File: src/rtl/unlock_pkg.sv
package unlock_pkg;

    localparam int DATA_W = 8;

    localparam logic [DATA_W-1:0] BYTE_RELOCK = 8'h00;
    localparam logic [DATA_W-1:0] BYTE_STEP1  = 8'h02;
    localparam logic [DATA_W-1:0] BYTE_STEP2  = 8'h06;

    typedef enum logic [1:0] {
        FR_IDLE = 2'd0,
        FR_OPEN = 2'd1,
        FR_HELD = 2'd2,
        FR_VOID = 2'd3
    } frame_st_t;

    typedef enum logic [1:0] {
        LK_LOCKED = 2'd0,
        LK_WEL    = 2'd1,
        LK_OPEN   = 2'd2
    } lock_st_t;

    typedef enum logic [1:0] {
        CMD_NONE  = 2'd0,
        CMD_CLEAR = 2'd1,
        CMD_STEP1 = 2'd2,
        CMD_STEP2 = 2'd3
    } unlock_cmd_t;

    // Whole-byte compare: any stray set bit makes the byte a no-op.
    function automatic unlock_cmd_t decode_cmd(input logic [DATA_W-1:0] b);
        unlock_cmd_t c;
        c = CMD_NONE;
        if (b == BYTE_RELOCK)     c = CMD_CLEAR;
        else if (b == BYTE_STEP1) c = CMD_STEP1;
        else if (b == BYTE_STEP2) c = CMD_STEP2;
        return c;
    endfunction

endpackage

File: src/rtl/unlock_addr_decode.sv
module unlock_addr_decode
    import unlock_pkg::*;
#(
    parameter int ADDR_W = 8,
    parameter logic [ADDR_W-1:0] STATUS_ADDR = 8'h3F,
    parameter logic [ADDR_W-1:0] PROT_LO = 8'h10,
    parameter logic [ADDR_W-1:0] PROT_HI = 8'h14
) (
    input  logic [ADDR_W-1:0] addr_i,
    output logic              status_hit_o,
    output logic              prot_hit_o
);

    localparam bit SINGLE_PROT = (PROT_LO == PROT_HI);

    always_comb begin
        status_hit_o = (addr_i == STATUS_ADDR);
    end

    generate
        if (SINGLE_PROT) begin : g_single
            always_comb begin
                prot_hit_o = (addr_i == PROT_LO);
            end
        end else begin : g_range
            always_comb begin
                prot_hit_o = (addr_i >= PROT_LO) && (addr_i <= PROT_HI);
            end
        end
    endgenerate

    // The status register must never be inside the guarded range.
    initial begin
        status_outside_range_chk: assert (!((STATUS_ADDR >= PROT_LO) && (STATUS_ADDR <= PROT_HI)))
            else $error("status address lies inside the protected range");
    end

endmodule

File: src/rtl/unlock_frame_tracker.sv
module unlock_frame_tracker
    import unlock_pkg::*;
(
    input  logic              clk,
    input  logic              rst_n,
    input  logic              bus_start_i,
    input  logic              bus_stop_i,
    input  logic              wr_strobe_i,
    input  logic              status_hit_i,
    input  logic [DATA_W-1:0] wr_data_i,
    output logic              in_frame_o,
    output logic              commit_o,
    output logic [DATA_W-1:0] held_byte_o
);

    frame_st_t         st_q, st_d;
    logic [DATA_W-1:0] held_q;
    logic              status_wr;
    logic              capture;

    always_comb begin
        status_wr = wr_strobe_i && status_hit_i && !bus_start_i && !bus_stop_i;
    end

    // Next-state logic
    always_comb begin
        st_d = st_q;
        unique case (st_q)
            FR_IDLE: begin
                if (bus_start_i && !bus_stop_i) st_d = FR_OPEN;
            end
            FR_OPEN: begin
                if (bus_stop_i)       st_d = FR_IDLE;
                else if (bus_start_i) st_d = FR_OPEN;
                else if (status_wr)   st_d = FR_HELD;
            end
            FR_HELD: begin
                if (bus_stop_i)       st_d = FR_IDLE;
                else if (bus_start_i) st_d = FR_OPEN;
                else if (status_wr)   st_d = FR_VOID;
            end
            FR_VOID: begin
                if (bus_stop_i)       st_d = FR_IDLE;
                else if (bus_start_i) st_d = FR_OPEN;
            end
            default: st_d = FR_IDLE;
        endcase
    end

    // State register
    always_ff @(posedge clk or negedge rst_n) begin
        if (!rst_n) begin
            st_q <= FR_IDLE;
        end else begin
            st_q <= st_d;
        end
    end

    // Staged status byte
    always_comb begin
        capture = (st_q == FR_OPEN) && status_wr;
    end

    always_ff @(posedge clk or negedge rst_n) begin
        if (!rst_n) begin
            held_q <= '0;
        end else if (capture) begin
            held_q <= wr_data_i;
        end
    end

    // Outputs
    always_comb begin
        in_frame_o  = (st_q != FR_IDLE);
        commit_o    = (st_q == FR_HELD) && bus_stop_i;
        held_byte_o = held_q;
    end


    commit_closes_frame_chk: assert property (@(posedge clk) disable iff (!rst_n)
        commit_o |=> (st_q == FR_IDLE));


    idle_no_stage_chk: assert property (@(posedge clk) disable iff (!rst_n)
        (st_q == FR_IDLE && !bus_start_i) |=> (st_q == FR_IDLE));


    void_stays_void_chk: assert property (@(posedge clk) disable iff (!rst_n)
        (st_q == FR_VOID && !bus_start_i && !bus_stop_i) |=> (st_q == FR_VOID));

endmodule

File: src/rtl/unlock_latch_fsm.sv
module unlock_latch_fsm
    import unlock_pkg::*;
(
    input  logic              clk,
    input  logic              rst_n,
    input  logic              commit_i,
    input  logic [DATA_W-1:0] byte_i,
    output logic              wel_o,
    output logic              rwel_o,
    output logic              open_o
);

    lock_st_t    lk_q, lk_d;
    unlock_cmd_t cmd;

    always_comb begin
        cmd = commit_i ? decode_cmd(byte_i) : CMD_NONE;
    end

    // Next-state logic
    always_comb begin
        lk_d = lk_q;
        unique case (lk_q)
            LK_LOCKED: begin
                if (cmd == CMD_STEP1) lk_d = LK_WEL;
            end
            LK_WEL: begin
                if (cmd == CMD_CLEAR)      lk_d = LK_LOCKED;
                else if (cmd == CMD_STEP2) lk_d = LK_OPEN;
            end
            LK_OPEN: begin
                if (cmd == CMD_CLEAR)      lk_d = LK_LOCKED;
                else if (cmd == CMD_STEP1) lk_d = LK_WEL;
            end
            default: lk_d = LK_LOCKED;
        endcase
    end

    // State register
    always_ff @(posedge clk or negedge rst_n) begin
        if (!rst_n) begin
            lk_q <= LK_LOCKED;
        end else begin
            lk_q <= lk_d;
        end
    end

    // Outputs
    always_comb begin
        wel_o  = (lk_q == LK_WEL) || (lk_q == LK_OPEN);
        rwel_o = (lk_q == LK_OPEN);
        open_o = (lk_q == LK_OPEN);
    end


    no_skip_step_chk: assert property (@(posedge clk) disable iff (!rst_n)
        (lk_q == LK_LOCKED) |=> (lk_q != LK_OPEN));


    relock_clears_chk: assert property (@(posedge clk) disable iff (!rst_n)
        (commit_i && byte_i == BYTE_RELOCK) |=> (lk_q == LK_LOCKED));


    second_step_opens_chk: assert property (@(posedge clk) disable iff (!rst_n)
        (lk_q == LK_WEL && commit_i && byte_i == BYTE_STEP2) |=> (lk_q == LK_OPEN));


    odd_byte_holds_chk: assert property (@(posedge clk) disable iff (!rst_n)
        (!commit_i || (byte_i != BYTE_RELOCK && byte_i != BYTE_STEP1 && byte_i != BYTE_STEP2))
        |=> $stable(lk_q));


    first_step_chk: assert property (@(posedge clk) disable iff (!rst_n)
        (commit_i && byte_i == BYTE_STEP1) |=> (lk_q == LK_WEL));

endmodule

File: src/rtl/reg_unlock_guard.sv
module reg_unlock_guard
    import unlock_pkg::*;
#(
    parameter int ADDR_W = 8,
    parameter logic [ADDR_W-1:0] STATUS_ADDR = 8'h3F,
    parameter logic [ADDR_W-1:0] PROT_LO = 8'h10,
    parameter logic [ADDR_W-1:0] PROT_HI = 8'h14
) (
    input  logic              clk,
    input  logic              rst_n,
    input  logic              bus_start,
    input  logic              bus_stop,
    input  logic              wr_strobe,
    input  logic [ADDR_W-1:0] wr_addr,
    input  logic [7:0]        wr_data,
    output logic              wel_o,
    output logic              rwel_o,
    output logic              wr_permit_o
);

    logic              status_hit;
    logic              prot_hit;
    logic              in_frame;
    logic              commit;
    logic [DATA_W-1:0] held_byte;
    logic              unlocked;

    unlock_addr_decode #(
        .ADDR_W      (ADDR_W),
        .STATUS_ADDR (STATUS_ADDR),
        .PROT_LO     (PROT_LO),
        .PROT_HI     (PROT_HI)
    ) u_decode (
        .addr_i       (wr_addr),
        .status_hit_o (status_hit),
        .prot_hit_o   (prot_hit)
    );

    unlock_frame_tracker u_frame (
        .clk          (clk),
        .rst_n        (rst_n),
        .bus_start_i  (bus_start),
        .bus_stop_i   (bus_stop),
        .wr_strobe_i  (wr_strobe),
        .status_hit_i (status_hit),
        .wr_data_i    (wr_data),
        .in_frame_o   (in_frame),
        .commit_o     (commit),
        .held_byte_o  (held_byte)
    );

    unlock_latch_fsm u_latch (
        .clk      (clk),
        .rst_n    (rst_n),
        .commit_i (commit),
        .byte_i   (held_byte),
        .wel_o    (wel_o),
        .rwel_o   (rwel_o),
        .open_o   (unlocked)
    );

    always_comb begin
        wr_permit_o = wr_strobe && in_frame && !bus_start && !bus_stop
                      && prot_hit && unlocked;
    end


    permit_needs_latches_chk: assert property (@(posedge clk) disable iff (!rst_n)
        wr_permit_o |-> (wel_o && rwel_o));


    permit_only_protected_chk: assert property (@(posedge clk) disable iff (!rst_n)
        wr_permit_o |-> (wr_addr >= PROT_LO && wr_addr <= PROT_HI));


    rwel_implies_wel_chk: assert property (@(posedge clk) disable iff (!rst_n)
        rwel_o |-> wel_o);

endmodule

File: config.mk
export PLATFORM = sky130hd
export DESIGN_NAME = reg_unlock_guard
export DESIGN_NICKNAME = d
export VERILOG_FILES = /design/src/rtl/unlock_pkg.sv /design/src/rtl/unlock_addr_decode.sv /design/src/rtl/unlock_frame_tracker.sv /design/src/rtl/unlock_latch_fsm.sv /design/src/rtl/reg_unlock_guard.sv
export SDC_FILE = /design/constraint.sdc
export NUM_CORES = 1
export LEC_CHECK = 0
export ABC_CLOCK_PERIOD_IN_PS = 2350
export CORE_MARGIN = 2
export CORE_UTILIZATION = 47
export DETAILED_ROUTE_END_ITERATION = 7
export PLACE_DENSITY = 0.82
export SLEW_MARGIN = 20
export SYNTH_ARGS = -nofsm -noshare
export SYNTH_HDL_FRONTEND = slang
export SYNTH_SLANG_ARGS = --single-unit
File: constraint.sdc
create_clock -name clk -period 2.35 [get_ports clk]
set_input_delay 0.705 -clock clk [delete_from_list [all_inputs] [get_ports clk]]
set_output_delay 0.705 -clock clk [all_outputs]
set_load 0.005 [all_outputs]
==> reports/summary.txt, run 1 <==
internal power -> 0.303 mW
Max Freq -> 0.434 GHz
mux contribution to synthesized area -> 12.7%
Layout Nets -> 131
Core Box Area -> 1450 sq um
RSZ-0062 raised after global routing -> false
Worst Path Max Fanout -> 2
routed via count -> 639
Worst-Margin Slew -> 0.544 ns
ratio of cells with drive above 1 in the final layout -> 29.8%
num rows -> 14
CTS Buf Count -> 3
Yosys reg bits -> 12
relative slew slack -> 63.6%
status -> completed
Reg clk slew, reported paths -> 0.07 ns
Synth Area in Simple Gates -> 24.5%
Pwr Density -> 353 nW/um^2
Starting Density -> 48.9%
initial antenna violation count -> 0
DR pass1 iterations -> 4
Via density -> 5.33
cts hold-fix bufs -> 0
gr usage total -> 19.3%
period utilization -> 98.1%
sw power -> 0.0842 mW
adder-cell share of the synthesized area -> 7.04%
Final ANT Viol Nets -> 0
vias in the first global route -> 632
compound-cell area share of the yosys netlist -> 10.2%
Root Buffer -> clkbuf_4
Critical Path Sink Type -> output port
pin count of the biggest net entering global routing -> 13
Core Util, Final -> 75.5%
pre-CTS setup slack -> -0.556 ns
part of the power in the clock network -> 31.6%
first-pass GRT wire length -> 2600 um
final wirelength -> 1540 um
P_leak -> 0.544 nW
top post-synthesis cells by area -> dfrtp_1 42%, mux2_2 13%, ha_1 7.0%, nor2_1 3.7%, nor4_4 3.0%
# DRC -> 0
critical path class -> in -> out
clk_lat worst skew -> 0.27 ns
Ys Warns -> 0
fin crit period -> 2.31 ns
Critical Path AT -> 1.60 ns
I/O pins -> 24
final instance count without filler cells -> 120
sequential power share -> 54.3%
GP Congestion -> 0.689
clock buffer depth -> 2
HPWL after detailed placement -> 1260 um
xor and xnor area share after synthesis -> 1.23%
Final WS setup -> 0.0450 ns
Total Power -> 0.387 mW
Die Y -> 42.9 um
Worst setup SP type -> input port
final count of negative-setup-slack endpoints -> 0
Hold WC Path Type -> reg -> reg
TritonCTS clock tree -> built
global route overflow -> 0
Port-buffer cells -> 23
final hold vios -> 0
sequential share of the synthesized area -> 42.3%
Mean Syn Cell Area -> 10.9 sq um
die width -> 42.9 um
number of inserted diodes -> 0
CTS sink cnt -> 12
Yosys top cell area share -> 42.3%
peak supply drop -> 352 uV
area leader, netlist -> dfrtp_1
Die ar. -> 1840 sq um
htree depth -> 1
combinational share of power -> 14.0%
Slew Viols, Final -> 0
TNS Setup -> 0 ns
Distinct cells, synth -> 26
Mapped Cells -> 65
Switching Share -> 21.7%
Netlist Area Pre-Place -> 711 sq um
area grow syn2layout -> 54.4%
Iter 0 DRT Violations -> 11
Layout Skew -> 0.00278 ns
main combinational cell family by area after synthesis -> simple AND/OR/NAND/NOR gates
Syn Nets -> 90
placed insts -> 116
max_cap viols -> 0
Worst Path Required -> 1.64 ns
Wirelength per Cell -> 12.9 um
kinds of logic after synthesis:
family,count (synthesis)
flip-flops,12
AND/OR/NAND/NOR,25
XOR/XNOR,1
multiplexers,8
AO/OA/AOI/OAI,11
buffers and inverters,4
adder cells (fa/ha/maj),4
Yosys cell counts, drive strengths merged:
master	count
a2111oi	1
and4	2
nor4	3
o311a	1
dfrtp	12
nand4	1
o21ai	3
nor2b	1
a211o	1
and2	1
nand2	2
xor2	1
o21a	1
a211oi	1
nand2b	1
a21oi	3
nand3b	1
ha	4
nor4b	2
nor3	4
mux2	8
inv	4
nor2	7
registers in the layout, indices dropped and copies added, names as in the netlist:
signal,cells
u_frame.st_q,2
u_latch.lk_q,2
u_frame.held_byte_o,8
critical path, stage by stage:
cell	delay (ns)
clkdlybuf4s50_1	0.46
and2_4	0.14
and4_4	0.19
buf_2	0.10
routing by layer:
metal  routed length, um  vias up  global-route usage (%)
met2                 772       23                    32.4
met4                  31        0                    11.3
met1                 644      292                    24.0
met5                   0        -                       0
met3                  95        3                    1.70
li1                    -      321                       -
power groups by stage:
stage	Clock, mW	Combinational (mW)	Sequential, mW
after detailed placement	0	0.0556	0.214
after global placement	0	0.0537	0.214
after floorplan	0	0.00851	0.214
final	0.122	0.0543	0.210
after CTS	0.129	0.0555	0.210
after global routing	0.132	0.0587	0.210
what timing repair did:
action / CTS / global route
endpoints found under the setup margin: 1 / 1
endpoints found under the hold margin: 0 / 0
setup buffers: 1 / 0
gates resized for setup: 16 / 2
pin swaps: 5 / 1
layout make-up:
cell class / instances / area [sq um]
Clock buffer: 3 / 22.5
Fill cell: 124 / 357
Sequential cell: 12 / 300
Multi-Input combinational cell: 49 / 405
Inverter: 4 / 15.0
Timing Repair Buffer: 36 / 334
Tap cell: 16 / 20.0
cells in the final DEF, fill, tap and decap left out, drive strengths merged:
cell / netlist / final
o311a: 1 / 1
a2111oi: 1 / 1
a21oi: 3 / 3
dfrtp: 12 / 12
nand4: 1 / 1
nor4b: 2 / 2
a211o: 1 / 1
nor3: 4 / 4
clkdlybuf4s15: 0 / 1
inv: 4 / 4
o21a: 1 / 1
o21ai: 3 / 3
nor2: 7 / 7
nand3b: 1 / 1
clkbuf: 0 / 3
clkdlybuf4s50: 0 / 14
dlygate4sd2: 0 / 5
nand2b: 1 / 1
and4: 2 / 2
mux2: 8 / 8
nand2: 2 / 2
dlymetal6s2s: 0 / 2
a211oi: 1 / 1
and2: 1 / 1
nor4: 3 / 3
xor2: 1 / 1
ha: 4 / 4
nor2b: 1 / 1
buf: 0 / 14
worst paths after layout:
kind,cells past startpoint,end,start,slack [ns]
max reg2reg,5,u_latch.lk_q[1]$_DFFE_PN0P_,u_frame.held_byte_o[5]$_DFFE_PN0P_,0.75
max in group asynchronous,1,u_frame.st_q[1]$_DFFE_PN0P_,rst_n,1.20
min in group asynchronous,1,u_frame.held_byte_o[6]$_DFFE_PN0P_,rst_n,0.79
max,4,wr_permit_o,wr_strobe,0.04
min reg2reg,1,u_frame.held_byte_o[6]$_DFFE_PN0P_,u_frame.held_byte_o[6]$_DFFE_PN0P_,0.51
min,1,u_frame.held_byte_o[6]$_DFFE_PN0P_,u_frame.held_byte_o[6]$_DFFE_PN0P_,0.51
metrics by stage:
stage / hold slack, ns / instance area (sq um)
2_1_floorplan: 0.409 / 711
3_3_place_gp: 0.490 / 1060
3_5_place_dp: 0.498 / 1060
4_1_cts: 0.514 / 1090
5_1_grt: 0.532 / 1100
6_report: 0.512 / 1100
Power figures use the tool's default switching activity.
==> run 2, diff against run 1 <==
--- a/config.mk
+++ b/config.mk
@@ -5,9 +5,10 @@
 export SDC_FILE = /design/constraint.sdc
 export NUM_CORES = 1
 export LEC_CHECK = 0
-export ABC_CLOCK_PERIOD_IN_PS = 2350
+export ABC_CLOCK_PERIOD_IN_PS = 2850
 export CORE_MARGIN = 2
 export CORE_UTILIZATION = 47
+export CTS_CLUSTER_DIAMETER = 120
 export DETAILED_ROUTE_END_ITERATION = 7
 export PLACE_DENSITY = 0.82
 export SLEW_MARGIN = 20
==> constraint.sdc (replaced) <==
create_clock -name clk -period 2.85 [get_ports clk]
set_input_delay 0.855 -clock clk [delete_from_list [all_inputs] [get_ports clk]]
set_output_delay 0.855 -clock clk [all_outputs]
set_load 0.005 [all_outputs]
==> run 2 against run 1 <==
Net effect: global-route usage up 0.22 points; clock power down 21%; sequential share of layout area up 1.1 points; final area down 4.0%; via count down 2.2%; combinational power down 19%; largest power group unchanged.
==> reports/summary.txt, run 2 (synthesis results as in run 1) <==
area grow syn2layout -> 48.2%
Via density -> 5.48
Starting Density -> 48.9%
CTS sink cnt -> 12
I/O pins -> 24
fin crit period -> 2.77 ns
Core Box Area -> 1450 sq um
# DRC -> 0
final count of negative-setup-slack endpoints -> 0
Critical Path Sink Type -> output port
Hold WC Path Type -> reg -> reg
status -> completed
Port-buffer cells -> 23
max_cap viols -> 0
final hold vios -> 0
die width -> 42.9 um
Min Hold Slack -> 0.530 ns
CTS Buf Count -> 3
Pwr Density -> 299 nW/um^2
period utilization -> 97.0%
placed insts -> 110
Switching Share -> 20.7%
first-pass GRT wire length -> 2730 um
peak supply drop -> 426 uV
DR pass1 iterations -> 3
Layout Nets -> 125
vias in the first global route -> 682
part of the power in the clock network -> 30.8%
Worst Path Required -> 2.00 ns
commonest non-fill, non-tap cells in the layout -> 17 x clkdlybuf4s50_1, 12 x dfrtp_1, 8 x mux2_2
Iter 0 DRT Violations -> 3
TritonCTS clock tree -> built
Wirelength per Cell -> 13.1 um
initial antenna violation count -> 0
critical path class -> in -> out
final instance count without filler cells -> 114
clk_lat worst skew -> 0.26 ns
P_leak -> 0.499 nW
cts hold-fix bufs -> 0
sw power -> 0.0651 mW
Root Buffer -> clkbuf_4
sequential power share -> 55.1%
Worst setup SP type -> input port
relative slew slack -> 65.4%
global route overflow -> 0
number of inserted diodes -> 0
Critical Path AT -> 1.91 ns
Slew Viols, Final -> 0
num rows -> 14
Die ar. -> 1840 sq um
Worst Path Max Fanout -> 2
commonest non-fill, non-tap cell in the layout -> clkdlybuf4s50_1
routing usage on met3 -> 2.98%
GP Congestion -> 0.707
Worst-Margin Slew -> 0.518 ns
Die Y -> 42.9 um
internal power -> 0.249 mW
GR Util met1 -> 22.5%
pin count of the biggest net entering global routing -> 13
final wirelength -> 1500 um
gr usage total -> 19.6%
routed via count -> 625
met2 usage in global routing -> 35.8%
Final ANT Viol Nets -> 0
Reg clk slew, reported paths -> 0.07 ns
htree depth -> 1
Max Freq -> 0.362 GHz
max reg flops -> 8
ratio of cells with drive above 1 in the final layout -> 23.5%
Layout Skew -> 0.000964 ns
clock buffer depth -> 2
RSZ-0062 raised after global routing -> false
GRT busiest layer -> met2
combinational share of power -> 14.1%
HPWL after detailed placement -> 1150 um
-- run 2: changes by cell type in the layout (fill, tap and decap cells not counted) --
cell and delta:
clkdlybuf4s50_1 +3, dlygate4sd2_1 -1, and2_0 +1, dlymetal6s2s_1 -1, buf_4 -6, o21ai_1 -1
buf_2 -1, and2_4 -1, o21ai_0 +1
-- run 2: metrics by stage --
step / setup WS (ns) / area, sq um / setup TNS (ns) / utilization (%) / power [mW]
after floorplan: 0.618 / 711 / 0 / - / 0.183
after global placement: -0.342 / 1020 / -0.342 / 70.1 / 0.221
after detailed placement: -0.377 / 1020 / -0.377 / 70.1 / 0.222
after CTS: 0.00538 / 1050 / 0 / 72.2 / 0.320
after global routing: 0.0176 / 1050 / 0 / 72.5 / 0.331
final: 0.0846 / 1050 / 0 / 72.5 / 0.315
-- run 2: worst max-delay path, cell delays in order --
cell,delay (ns)
clkdlybuf4s50_1,0.46
nor4_4,0.16
and4_4,0.23
clkdlybuf4s15_1,0.19
-- run 2: layout make-up --
| type | count | area, sq um |
|---|---|---|
| Timing Repair Buffer | 30 | 293 |
| Clock buffer | 3 | 22.5 |
| Inverter | 4 | 15.0 |
| Multi-Input combinational cell | 49 | 403 |
| Tap cell | 16 | 20.0 |
| Sequential cell | 12 | 300 |
| Fill cell | 123 | 400 |
-- run 2: worst paths after layout --
path,startpoint,to,slack [ns],depth (start not counted)
max,bus_stop,wr_permit_o,0.08,4
min,u_frame.held_byte_o[6]$_DFFE_PN0P_,u_frame.held_byte_o[6]$_DFFE_PN0P_,0.53,1
max reg2reg,u_frame.held_byte_o[5]$_DFFE_PN0P_,u_latch.lk_q[1]$_DFFE_PN0P_,1.22,5
min reg2reg,u_frame.held_byte_o[6]$_DFFE_PN0P_,u_frame.held_byte_o[6]$_DFFE_PN0P_,0.53,1
max in group asynchronous,rst_n,u_frame.held_byte_o[7]$_DFFE_PN0P_,1.57,1
min in group asynchronous,rst_n,u_frame.held_byte_o[3]$_DFFE_PN0P_,0.94,1
-- run 2: repair_timing --
| action | in CTS | in global routing |
|---|---|---|
| gates resized for setup | 7 | 2 |
| setup buffers | 1 | 0 |
| endpoints found under the setup margin | 1 | 1 |
| pin swaps | 3 | 2 |
-- run 2: layer usage --
metal | up-vias | routed length, um
met5 | - | 0
met4 | 0 | 0
met3 | 0 | 84
met2 | 18 | 776
met1 | 302 | 634
li1 | 305 | -
-- run 2: power by group through the flow --
stage,clock [mW],combinational [mW],sequential (mW)
4_1_cts,0.102,0.0450,0.173
6_report,0.0969,0.0442,0.173
3_5_place_dp,0,0.0455,0.177
5_1_grt,0.110,0.0482,0.174
2_1_floorplan,0,0.00701,0.176
3_3_place_gp,0,0.0443,0.176
